==> src/rtl/vreg_pkg.sv <==
package vreg_pkg;

    localparam int DATA_W   = 8;
    localparam int ADDR_W   = 15;
    localparam int FX_W     = 3;
    localparam int COARSE_W = 5;
    localparam int FY_W     = 3;
    localparam int HI_W     = 6;
    localparam int LO_W     = 8;

    // Field positions inside the staging register
    localparam int CX_LSB   = 0;
    localparam int CY_LSB   = COARSE_W;
    localparam int HI_LSB   = LO_W;
    localparam int FY_LSB   = ADDR_W - FY_W;
    localparam int TOP_BIT  = ADDR_W - 1;

    typedef enum logic {
        PORT_SCROLL = 1'b0,
        PORT_ADDR   = 1'b1
    } port_e;

    typedef enum logic [2:0] {
        WK_NONE,
        WK_SCROLL_1ST,
        WK_SCROLL_2ND,
        WK_ADDR_1ST,
        WK_ADDR_2ND
    } wkind_e;

    typedef struct packed {
        logic              en;
        port_e             sel;
        logic [DATA_W-1:0] data;
    } wr_req_t;

    typedef struct packed {
        logic [ADDR_W-1:0] tmp;
        logic [FX_W-1:0]   fx;
        logic              commit;
    } upd_t;

    function automatic upd_t apply_write(
        input wkind_e            kind,
        input logic [ADDR_W-1:0] tmp,
        input logic [FX_W-1:0]   fx,
        input logic [DATA_W-1:0] d
    );
        upd_t u;
        u.tmp    = tmp;
        u.fx     = fx;
        u.commit = 1'b0;
        case (kind)
            WK_SCROLL_1ST: begin
                u.tmp[CX_LSB +: COARSE_W] = d[DATA_W-1 -: COARSE_W];
                u.fx                      = d[FX_W-1:0];
            end
            WK_SCROLL_2ND: begin
                u.tmp[FY_LSB +: FY_W]     = d[FY_W-1:0];
                u.tmp[CY_LSB +: COARSE_W] = d[DATA_W-1 -: COARSE_W];
            end
            WK_ADDR_1ST: begin
                u.tmp[HI_LSB +: HI_W] = d[HI_W-1:0];
                u.tmp[TOP_BIT]        = 1'b0;
            end
            WK_ADDR_2ND: begin
                u.tmp[LO_W-1:0] = d[LO_W-1:0];
                u.commit        = 1'b1;
            end
            default: ;
        endcase
        return u;
    endfunction

endpackage

==> src/rtl/vreg_decode.sv <==
module vreg_decode
    import vreg_pkg::*;
(
    input  wr_req_t req,
    input  logic    status_rd,
    input  logic    toggle,
    output wkind_e  kind
);
    always_comb begin
        kind = WK_NONE;
        if (req.en && !status_rd) begin
            case ({req.sel, toggle})
                {PORT_SCROLL, 1'b0}: kind = WK_SCROLL_1ST;
                {PORT_SCROLL, 1'b1}: kind = WK_SCROLL_2ND;
                {PORT_ADDR,   1'b0}: kind = WK_ADDR_1ST;
                default:             kind = WK_ADDR_2ND;
            endcase
        end
    end
endmodule

==> src/rtl/vreg_toggle.sv <==
module vreg_toggle
    import vreg_pkg::*;
(
    input  logic   clk,
    input  logic   rst,
    input  logic   status_rd,
    input  wkind_e kind,
    output logic   toggle
);
    logic tog_q;

    always_ff @(posedge clk) begin
        if (rst)
            tog_q <= 1'b0;
        else if (status_rd)
            tog_q <= 1'b0;
        else if (kind != WK_NONE)
            tog_q <= ~tog_q;
    end

    assign toggle = tog_q;

    a_r3_status_clears: assert property (@(posedge clk) disable iff (rst)
        status_rd |=> !tog_q);
endmodule

==> src/rtl/vreg_regs.sv <==
module vreg_regs
    import vreg_pkg::*;
(
    input  logic              clk,
    input  logic              rst,
    input  wkind_e            kind,
    input  logic [DATA_W-1:0] data,
    output logic [ADDR_W-1:0] cur,
    output logic [ADDR_W-1:0] tmp,
    output logic [FX_W-1:0]   fx
);
    logic [ADDR_W-1:0] cur_q, tmp_q;
    logic [FX_W-1:0]   fx_q;
    upd_t              upd;

    always_comb upd = apply_write(kind, tmp_q, fx_q, data);

    always_ff @(posedge clk) begin
        if (rst) begin
            cur_q <= '0;
            tmp_q <= '0;
            fx_q  <= '0;
        end else begin
            tmp_q <= upd.tmp;
            fx_q  <= upd.fx;
            if (upd.commit)
                cur_q <= upd.tmp;
        end
    end

    assign cur = cur_q;
    assign tmp = tmp_q;
    assign fx  = fx_q;
endmodule

==> src/rtl/vreg_port.sv <==
module vreg_port
    import vreg_pkg::*;
(
    input  logic              clk,
    input  logic              rst,
    input  logic              wr_en,
    input  logic              wr_sel,
    input  logic [DATA_W-1:0] wr_data,
    input  logic              status_rd,
    output logic [ADDR_W-1:0] vaddr_cur,
    output logic [ADDR_W-1:0] vaddr_tmp,
    output logic [FX_W-1:0]   fine_x,
    output logic              toggle
);
    wr_req_t req;
    wkind_e  kind;

    assign req.en   = wr_en;
    assign req.sel  = port_e'(wr_sel);
    assign req.data = wr_data;

    vreg_decode u_decode (
        .req       (req),
        .status_rd (status_rd),
        .toggle    (toggle),
        .kind      (kind)
    );

    vreg_toggle u_toggle (
        .clk       (clk),
        .rst       (rst),
        .status_rd (status_rd),
        .kind      (kind),
        .toggle    (toggle)
    );

    vreg_regs u_regs (
        .clk  (clk),
        .rst  (rst),
        .kind (kind),
        .data (wr_data),
        .cur  (vaddr_cur),
        .tmp  (vaddr_tmp),
        .fx   (fine_x)
    );

    // an accepted write inverts the shared toggle
    a_r2_write_flips: assert property (@(posedge clk) disable iff (rst)
        (wr_en && !status_rd) |=> (toggle != $past(toggle)));

    // first scroll byte captures fine scroll
    a_r4_fine_capture: assert property (@(posedge clk) disable iff (rst)
        (wr_en && !status_rd && !wr_sel && !toggle) |=> (fine_x == $past(wr_data[FX_W-1:0])));

    // first address byte clears the top staging bit
    a_r6_top_cleared: assert property (@(posedge clk) disable iff (rst)
        (wr_en && !status_rd && wr_sel && !toggle) |=> !vaddr_tmp[TOP_BIT]);

    // second address byte commits the staging value
    a_r7_commit: assert property (@(posedge clk) disable iff (rst)
        (wr_en && !status_rd && wr_sel && toggle) |=>
            (vaddr_cur == vaddr_tmp && vaddr_tmp[LO_W-1:0] == $past(wr_data)));

    // live address holds unless a commit happens
    a_r8_cur_hold: assert property (@(posedge clk) disable iff (rst)
        !(wr_en && !status_rd && wr_sel && toggle) |=> $stable(vaddr_cur));

    // a write during a status read leaves the address state untouched
    a_r9_collision: assert property (@(posedge clk) disable iff (rst)
        (wr_en && status_rd) |=> ($stable(vaddr_tmp) && $stable(vaddr_cur) && $stable(fine_x)));
endmodule

==> config.mk <==
export PLATFORM = sky130hd
export DESIGN_NAME = vreg_port
export DESIGN_NICKNAME = d
export VERILOG_FILES = /design/src/rtl/vreg_pkg.sv /design/src/rtl/vreg_decode.sv /design/src/rtl/vreg_toggle.sv /design/src/rtl/vreg_regs.sv /design/src/rtl/vreg_port.sv
export SDC_FILE = /design/constraint.sdc
export NUM_CORES = 1
export LEC_CHECK = 0
export BUFFER_PORTS_ARGS = -buffer_cell sky130_fd_sc_hd__buf_2
export CORE_MARGIN = 4
export CORE_UTILIZATION = 53
export CTS_CLUSTER_DIAMETER = 120
export DETAILED_ROUTE_END_ITERATION = 8
export PLACE_DENSITY = 0.81
export RECOVER_POWER = 25
export SYNTH_ARGS = -nofsm -noshare
export SYNTH_HDL_FRONTEND = slang
export SYNTH_SLANG_ARGS = --single-unit
==> constraint.sdc <==
create_clock -name clk -period 4.2 [get_ports clk]
set_input_delay 0.42 -clock clk [delete_from_list [all_inputs] [get_ports clk]]
set_output_delay 0.42 -clock clk [all_outputs]
set_load 0.01 [all_outputs]
# Word level (Yosys, flattened, before mapping)
# Cells that the tools add are included.
totals:
  register_bits: 34
  inputBits: 13
  output_inout_bits: 34
  word_cells: 24
classes:
  n_eq_ne: 6
  mux: 8
  n_bitwise: 1
  reduce_logical: 5
op_table:
  columns: ["cell", "count"]
  rows:
  - ["one-hot mux 3 bit (2 select lines)", 2]
  - ["one-hot mux 5 bit (2 select lines)", 1]
  - ["one-hot mux 3 bit (3 select lines)", 1]
  - ["== test 3 x 2 -> 1 bit (second input constant)", 2]
  - ["one-hot mux 2 bit (2 select lines)", 1]
  - ["== test 3 x 1 -> 1 bit (second input constant)", 1]
  - ["== test 3 bit (second input constant)", 1]
  - ["two-way mux 3 bit", 1]
  - ["nonzero test 3 bit", 1]
  - ["== test 2 x 1 -> 1 bit (second input constant)", 1]
  - ["== test 2 bit (second input constant)", 1]
  - ["zero test 2 bit", 1]
  - ["two-way mux 2 bit", 1]
  - ["OR reduction 2 bit", 1]
  - ["logical AND 1 bit", 1]
  - ["zero test 1 bit", 1]
  - ["two-way mux 1 bit", 1]
  - ["inverter 1 bit", 1]

# Logic depth before layout (Yosys ltp)
depth:
  ltp_word: 5
  mapped_depth: 8
  mapped_depth_nobuf: 6

# Hierarchy
# Synthesis repeated with hierarchy kept, for this count alone.
hier_totals:
  cells_unflattened: 177
  area_unflattened_um2: 1534.0
modules_own_cells:
  columns: ["module", "instances", "cells_each", "area_per_inst_um2", "seq_area_each_um2"]
  rows:
  - ["vreg_regs", 1, 164, 1403.8, 660.6]
  - ["vreg_decode", 1, 9, 82.6, 0.0]
  - ["vreg_toggle", 1, 4, 47.5, 20.0]

# Worst setup path before layout
# OpenSTA, ideal clock, no wires.
synth_path:
  kind: "reg2reg"
  startpoint: "register u_toggle.tog_q, in the netlist u_toggle.toggle"
  endpoint: "register u_regs.cur_q[12], in the netlist u_regs.cur[12]"
  setup_ns: 0.086
  arrival_time_ns: 1.683
  t_required_ns: 4.114
  slack_ns: 2.432
  path_stages_with_launch: 9
  n_path_buf: 2
  period_less_slack_ns: 1.768
  path_cell_list: "dfxtp_1 > inv_1 > ha_1 > nor3b_2 > and3_1 > buf_6 > buf_8 > nor2_1 > a211oi_1"
synth_via:
  elab_chain_cells: 5
  elab_cells_between_ends: 10
  classes_between: "eq/ne: 5; mux: 4; reduce/logical: 1"
synth_rtl:
  columns: ["item", "line_no", "source"]
  rows:
  - ["start: declaration", "vreg_toggle.sv:10", "logic tog_q;"]
  - ["start signal: assignment", "vreg_toggle.sv:18", "tog_q <= ~tog_q;"]
  - ["== test 2 bit, or another cell as far along", "vreg_decode.sv:12", "case ({req.sel, toggle})"]
  - ["one-hot mux 3 bit (3 select lines) (*)", "vreg_decode.sv:12", null]
  - ["two-way mux 3 bit (*)", "vreg_decode.sv:11", "if (req.en && !status_rd) begin"]
  - ["== test 3 x 2 -> 1 bit / == test 3 bit (equally long branches)", "vreg_pkg.sv:53", "case (kind)"]
  - ["one-hot mux 3 bit (2 select lines) / two-way mux 1 bit (equally long branches)", "vreg_pkg.sv:53", null]
  - ["end signal: assignment", "vreg_regs.sv:27", "cur_q <= upd.tmp;"]
  - ["end: declaration", "vreg_regs.sv:12", "logic [ADDR_W-1:0] cur_q, tmp_q;"]
# Every way passes the cells marked *; elsewhere a longest branch is shown, timed or not.
# A chain may end at the register's enable or synchronous reset.

# Worst setup path after layout
layout_path:
  startpoint: "register u_toggle.tog_q, in the netlist u_toggle.toggle"
  endpoint: "register u_regs.tmp_q[3], in the netlist u_regs.tmp[3]"
layout_via:
  elab_chain_cells: 5
  elab_cells_between_ends: 8
  classes_between: "eq/ne: 4; mux: 3; reduce/logical: 1"
layout_rtl:
  columns: ["item", "line_no", "source"]
  rows:
  - ["== test 2 bit, or another cell as far along", "vreg_decode.sv:12", null]
  - ["one-hot mux 3 bit (3 select lines) (*)", "vreg_decode.sv:12", null]
  - ["two-way mux 3 bit (*)", "vreg_decode.sv:11", null]
  - ["== test 3 bit / == test 3 x 1 -> 1 bit (equally long branches)", "vreg_pkg.sv:53", null]
  - ["one-hot mux 5 bit (2 select lines) (*)", "vreg_pkg.sv:53", null]
  - ["end signal: assignment", "vreg_regs.sv:24", "tmp_q <= upd.tmp;"]
  - ["end: declaration", "vreg_regs.sv:12", null]
# Marked as above.

==> results.txt <==
The later pin in the worst-skew pair is clocked with a latency of 0.33 ns. The number of non-filler instances in the completed layout was 225. The area overhead of the layout relative to synthesis was 16.8%.

Summing internal, switching and leakage power gives 583 uW. The logs give 0 for the count of endpoints failing hold in the final timing report and 0 for the number of maximum-capacitance violations. The first global-routing pass estimated 5220 um of wire. Maximum resistive drop on vdd: 0.000298 V. The count of different cell masters after synthesis came out at 32.

Dominant synthesized flop cell: sky130_fd_sc_hd__dfxtp_1. Along the worst path, the maximum fanout reaches 26. The number of buffer cells added on primary ports is 46, and the number of resized instances in the post-cts repair step is 0.

The top-area cell type share of the netlist area came out at 48.1%. After detailed placement, the design holds a cell count of 217. The boundary pin count was 47; the maximum number of pins on one net before global-route repair was 38. The layout has 239 filler cells. Counting flops with a built-in enable in the synthesized netlist gives 0. The clock transition at the register clock pins on the worst setup and hold paths after CTS works out to 0.10 ns. In this run the remaining antenna-violating nets after routing total 0. The core area is 2520 um2, and the detailed placement HPWL is 2350 um. The tree built by TritonCTS fans out to 34 sinks. The reg-to-reg critical path endpoint is u_regs.tmp[3]. The number of global-route vias before repair was 1167. After detailed routing, the wire length on met1 is 1270 um.

The pin slew with the least headroom to its limit was 1.41 ns. In this run the static leakage power is 0.655 nW. Width of the chip: 59.7 um. The amount of wire on met2 after detailed routing came out at 1610 um.

The sequential cells in the finished layout cover a total of 681 um2. The number of nets handed over by synthesis was 167. Setup slack on the critical path of the routed design comes to 1.60 ns. Setup slack on the worst reg-to-reg path comes out at 1.60 ns. TritonCTS built the clock tree. The run gives 384 MHz as the achievable clock frequency. For this run, the register share of the synthesized area comes to 48.1%.

Summing every instance area after synthesis gives 1420 um2. Timing startpoint of the critical path: u_toggle.toggle. The count of yosys warnings during synthesis was 0; the row count was 18.

At the end of routability-driven placement, the weighted congestion stood at 0.789. The tools report the required time of the critical path as 4.45 ns. The final global-route overflow total was 0.

For the residual DRC count, the log shows 0. Of the cells placed in the final design, the portion with a size suffix greater than 1 is 21.0%. For the effective utilization at floorplan, the log shows 56.2%. Final core utilization: 65.6%. The flow ran to the end, and the final reports show no timing, DRC or antenna violations. The routed wire length is 3200 um. Global routing used 19.6% of the available tracks. The worst hold path begins at status_rd. In this run the tightest slew margin relative to its limit is 5.87%.

The average vias per placed instance is 5.65. Setup repair after global routing left no endpoint under its margin. The tools report the maximum clock insertion buffer count as 2. Data arrives at the worst endpoint at 2.85 ns. Counting cells, the worst reg-to-reg path comes to 6.

The number of flip-flops and latches in the synthesized netlist was 34; the average cell area after synthesis was 9.38 um2. 0 antenna diodes ended up in the layout. After detailed routing, the average wire length per cell comes to 14.2 um. The path with the worst hold slack has its endpoint at u_toggle.toggle. The highest metal layer carrying signal wires in the routed design is met4. The multi-input combinational cells in the finished layout cover a total of 652 um2.

The hold-critical path depth is 2. The run gives 0 as the number of slew-limit violations in the final report. By area the synthesized netlist is led by sky130_fd_sc_hd__dfxtp_1, sky130_fd_sc_hd__nand2_1, sky130_fd_sc_hd__nor2_1, sky130_fd_sc_hd__a21oi_1, sky130_fd_sc_hd__mux2i_1. In this run, CTS created clock tree buffers numbering 5.

Hold repair after CTS inserted 0 buffers. The time the final worst path needs with I/O delays and setup was 2.60 ns; the fraction of synthesis flops using an asynchronous set or reset pin was 0%. The tightest min-delay check is of the in2reg type. The worst setup path is captured at a register. Summed over all instances, the cell type with the most area after synthesis is sky130_fd_sc_hd__dfxtp_1.

Before antenna repair, the detailed router went through 4 iterations. The initial antenna violation count is 0. The routed layout has 1271 vias.

After routing, the total negative slack on setup checks comes to 0 ns. In this run the critical register-to-register path is launched from u_toggle.toggle. Buffer cell driving the clock tree root: sky130_fd_sc_hd__clkbuf_4. STA classifies the critical path startpoint as a register. Ranked by instance count, the synthesized netlist is headed by sky130_fd_sc_hd__dfxtp_1, sky130_fd_sc_hd__nand2_1, sky130_fd_sc_hd__nor2_1. Setup violations remaining at the end of the flow were counted as 0.

The worst setup path category was reg2reg. Once the clock tree was built, the setup fixing pass inserted 0 buffers. The run gives 3560 um2 as the area of the die.

The final worst-path cycle share is 62.0%, and the detailed router's first-iteration violation count is 46. The cell count after synthesis came out at 151. The detailed route wirelength on metal3 came out at 269 um.

The most common cell in the synthesized netlist is sky130_fd_sc_hd__dfxtp_1. Count of H-tree levels built during CTS: 2. The run gives 210 as the count of nets after finishing. The ratio of total power to cell area was 353 nW/um2. The die span in y works out to 59.7 um. Across the routed clock network, the largest skew measured is 0.00397 ns. OpenSTA, run right after detailed placement, puts the worst setup slack at 1.48 ns.
==> worst max path at each step <==
stage                                 to  depth (start not counted)
final                      u_regs.tmp[3]                          6
after global routing       u_regs.tmp[3]                          6
after CTS                  u_regs.tmp[3]                          6
after detailed placement   u_regs.tmp[3]                          7
after global placement     u_regs.tmp[1]                          7
after floorplan           u_regs.cur[12]                          8
==> layer usage <==
layer	vias up	GRT usage (%)
met5	-	0
met4	0	7.91
met2	51	31.5
met1	585	23.5
met3	8	7.56
li1	627	-
==> sequential cells by signal (all words and copies together), names as in the netlist <==
| signal | count |
|---|---|
| u_regs.cur | 15 |
| u_regs.tmp | 15 |
| u_regs.fx | 3 |
| u_toggle.toggle | 1 |
==> power breakdown <==
| group | total (mW) | internal (mW) | switching, mW |
|---|---|---|---|
| clock | 0.188 | 0.0804 | 0.107 |
| combinational | 0.0619 | 0.0228 | 0.0391 |
| sequential | 0.333 | 0.329 | 0.00401 |
==> area by class of cell <==
type	count	share of cell area, %
clock inverters	2	0.756
multi-input cells	104	39.4
clock buffers	6	3.10
flip-flops and latches	34	41.1
inverters	3	0.681
repair buffers	46	12.6
well taps	30	2.27
==> placed cells by master (no fill, tap or decap), types with 2 or more instances in the layout <==
| cell type | n |
|---|---|
| sky130_fd_sc_hd__o2bb2ai_1 | 5 |
| sky130_fd_sc_hd__nand2_1 | 25 |
| sky130_fd_sc_hd__dfxtp_1 | 34 |
| sky130_fd_sc_hd__mux2i_1 | 5 |
| sky130_fd_sc_hd__a22oi_1 | 6 |
| sky130_fd_sc_hd__a211oi_1 | 5 |
| sky130_fd_sc_hd__xnor2_1 | 2 |
| sky130_fd_sc_hd__clkbuf_1 | 17 |
| sky130_fd_sc_hd__a221o_1 | 2 |
| sky130_fd_sc_hd__buf_2 | 29 |
| sky130_fd_sc_hd__nor3b_1 | 3 |
| sky130_fd_sc_hd__ha_1 | 3 |
| sky130_fd_sc_hd__nor2_1 | 16 |
| sky130_fd_sc_hd__a311oi_1 | 4 |
| sky130_fd_sc_hd__o21ai_0 | 5 |
| sky130_fd_sc_hd__inv_1 | 3 |
| sky130_fd_sc_hd__clkbuf_4 | 5 |
| sky130_fd_sc_hd__a21oi_1 | 11 |
==> worst max-delay path: stages, from the launching register on <==
cell	delay, ns
sky130_fd_sc_hd__dfxtp_1	0.39
sky130_fd_sc_hd__inv_1	0.08
sky130_fd_sc_hd__ha_1	0.23
sky130_fd_sc_hd__nor2_1	0.61
sky130_fd_sc_hd__and3_1	0.83
sky130_fd_sc_hd__a22oi_1	0.20
sky130_fd_sc_hd__o2bb2ai_1	0.18
==> through the flow <==
stage | hold slack, ns | instance area, um2
4_1_cts | 0.291 | 1680
2_1_floorplan | 0.481 | 1420
5_1_grt | 0.298 | 1650
3_5_place_dp | 0.443 | 1610
3_3_place_gp | 0.439 | 1610
6_report | 0.305 | 1650
==> cells by family after synthesis <==
group / share of synthesized area [%]
xor+xnor: 1.86
mux: 3.53
compound gates: 19.5
flops: 48.1
simple gates: 18.5
buf+inv: 5.92
fa+ha+maj: 2.65
Note: power is estimated with default switching activity, not from simulation.
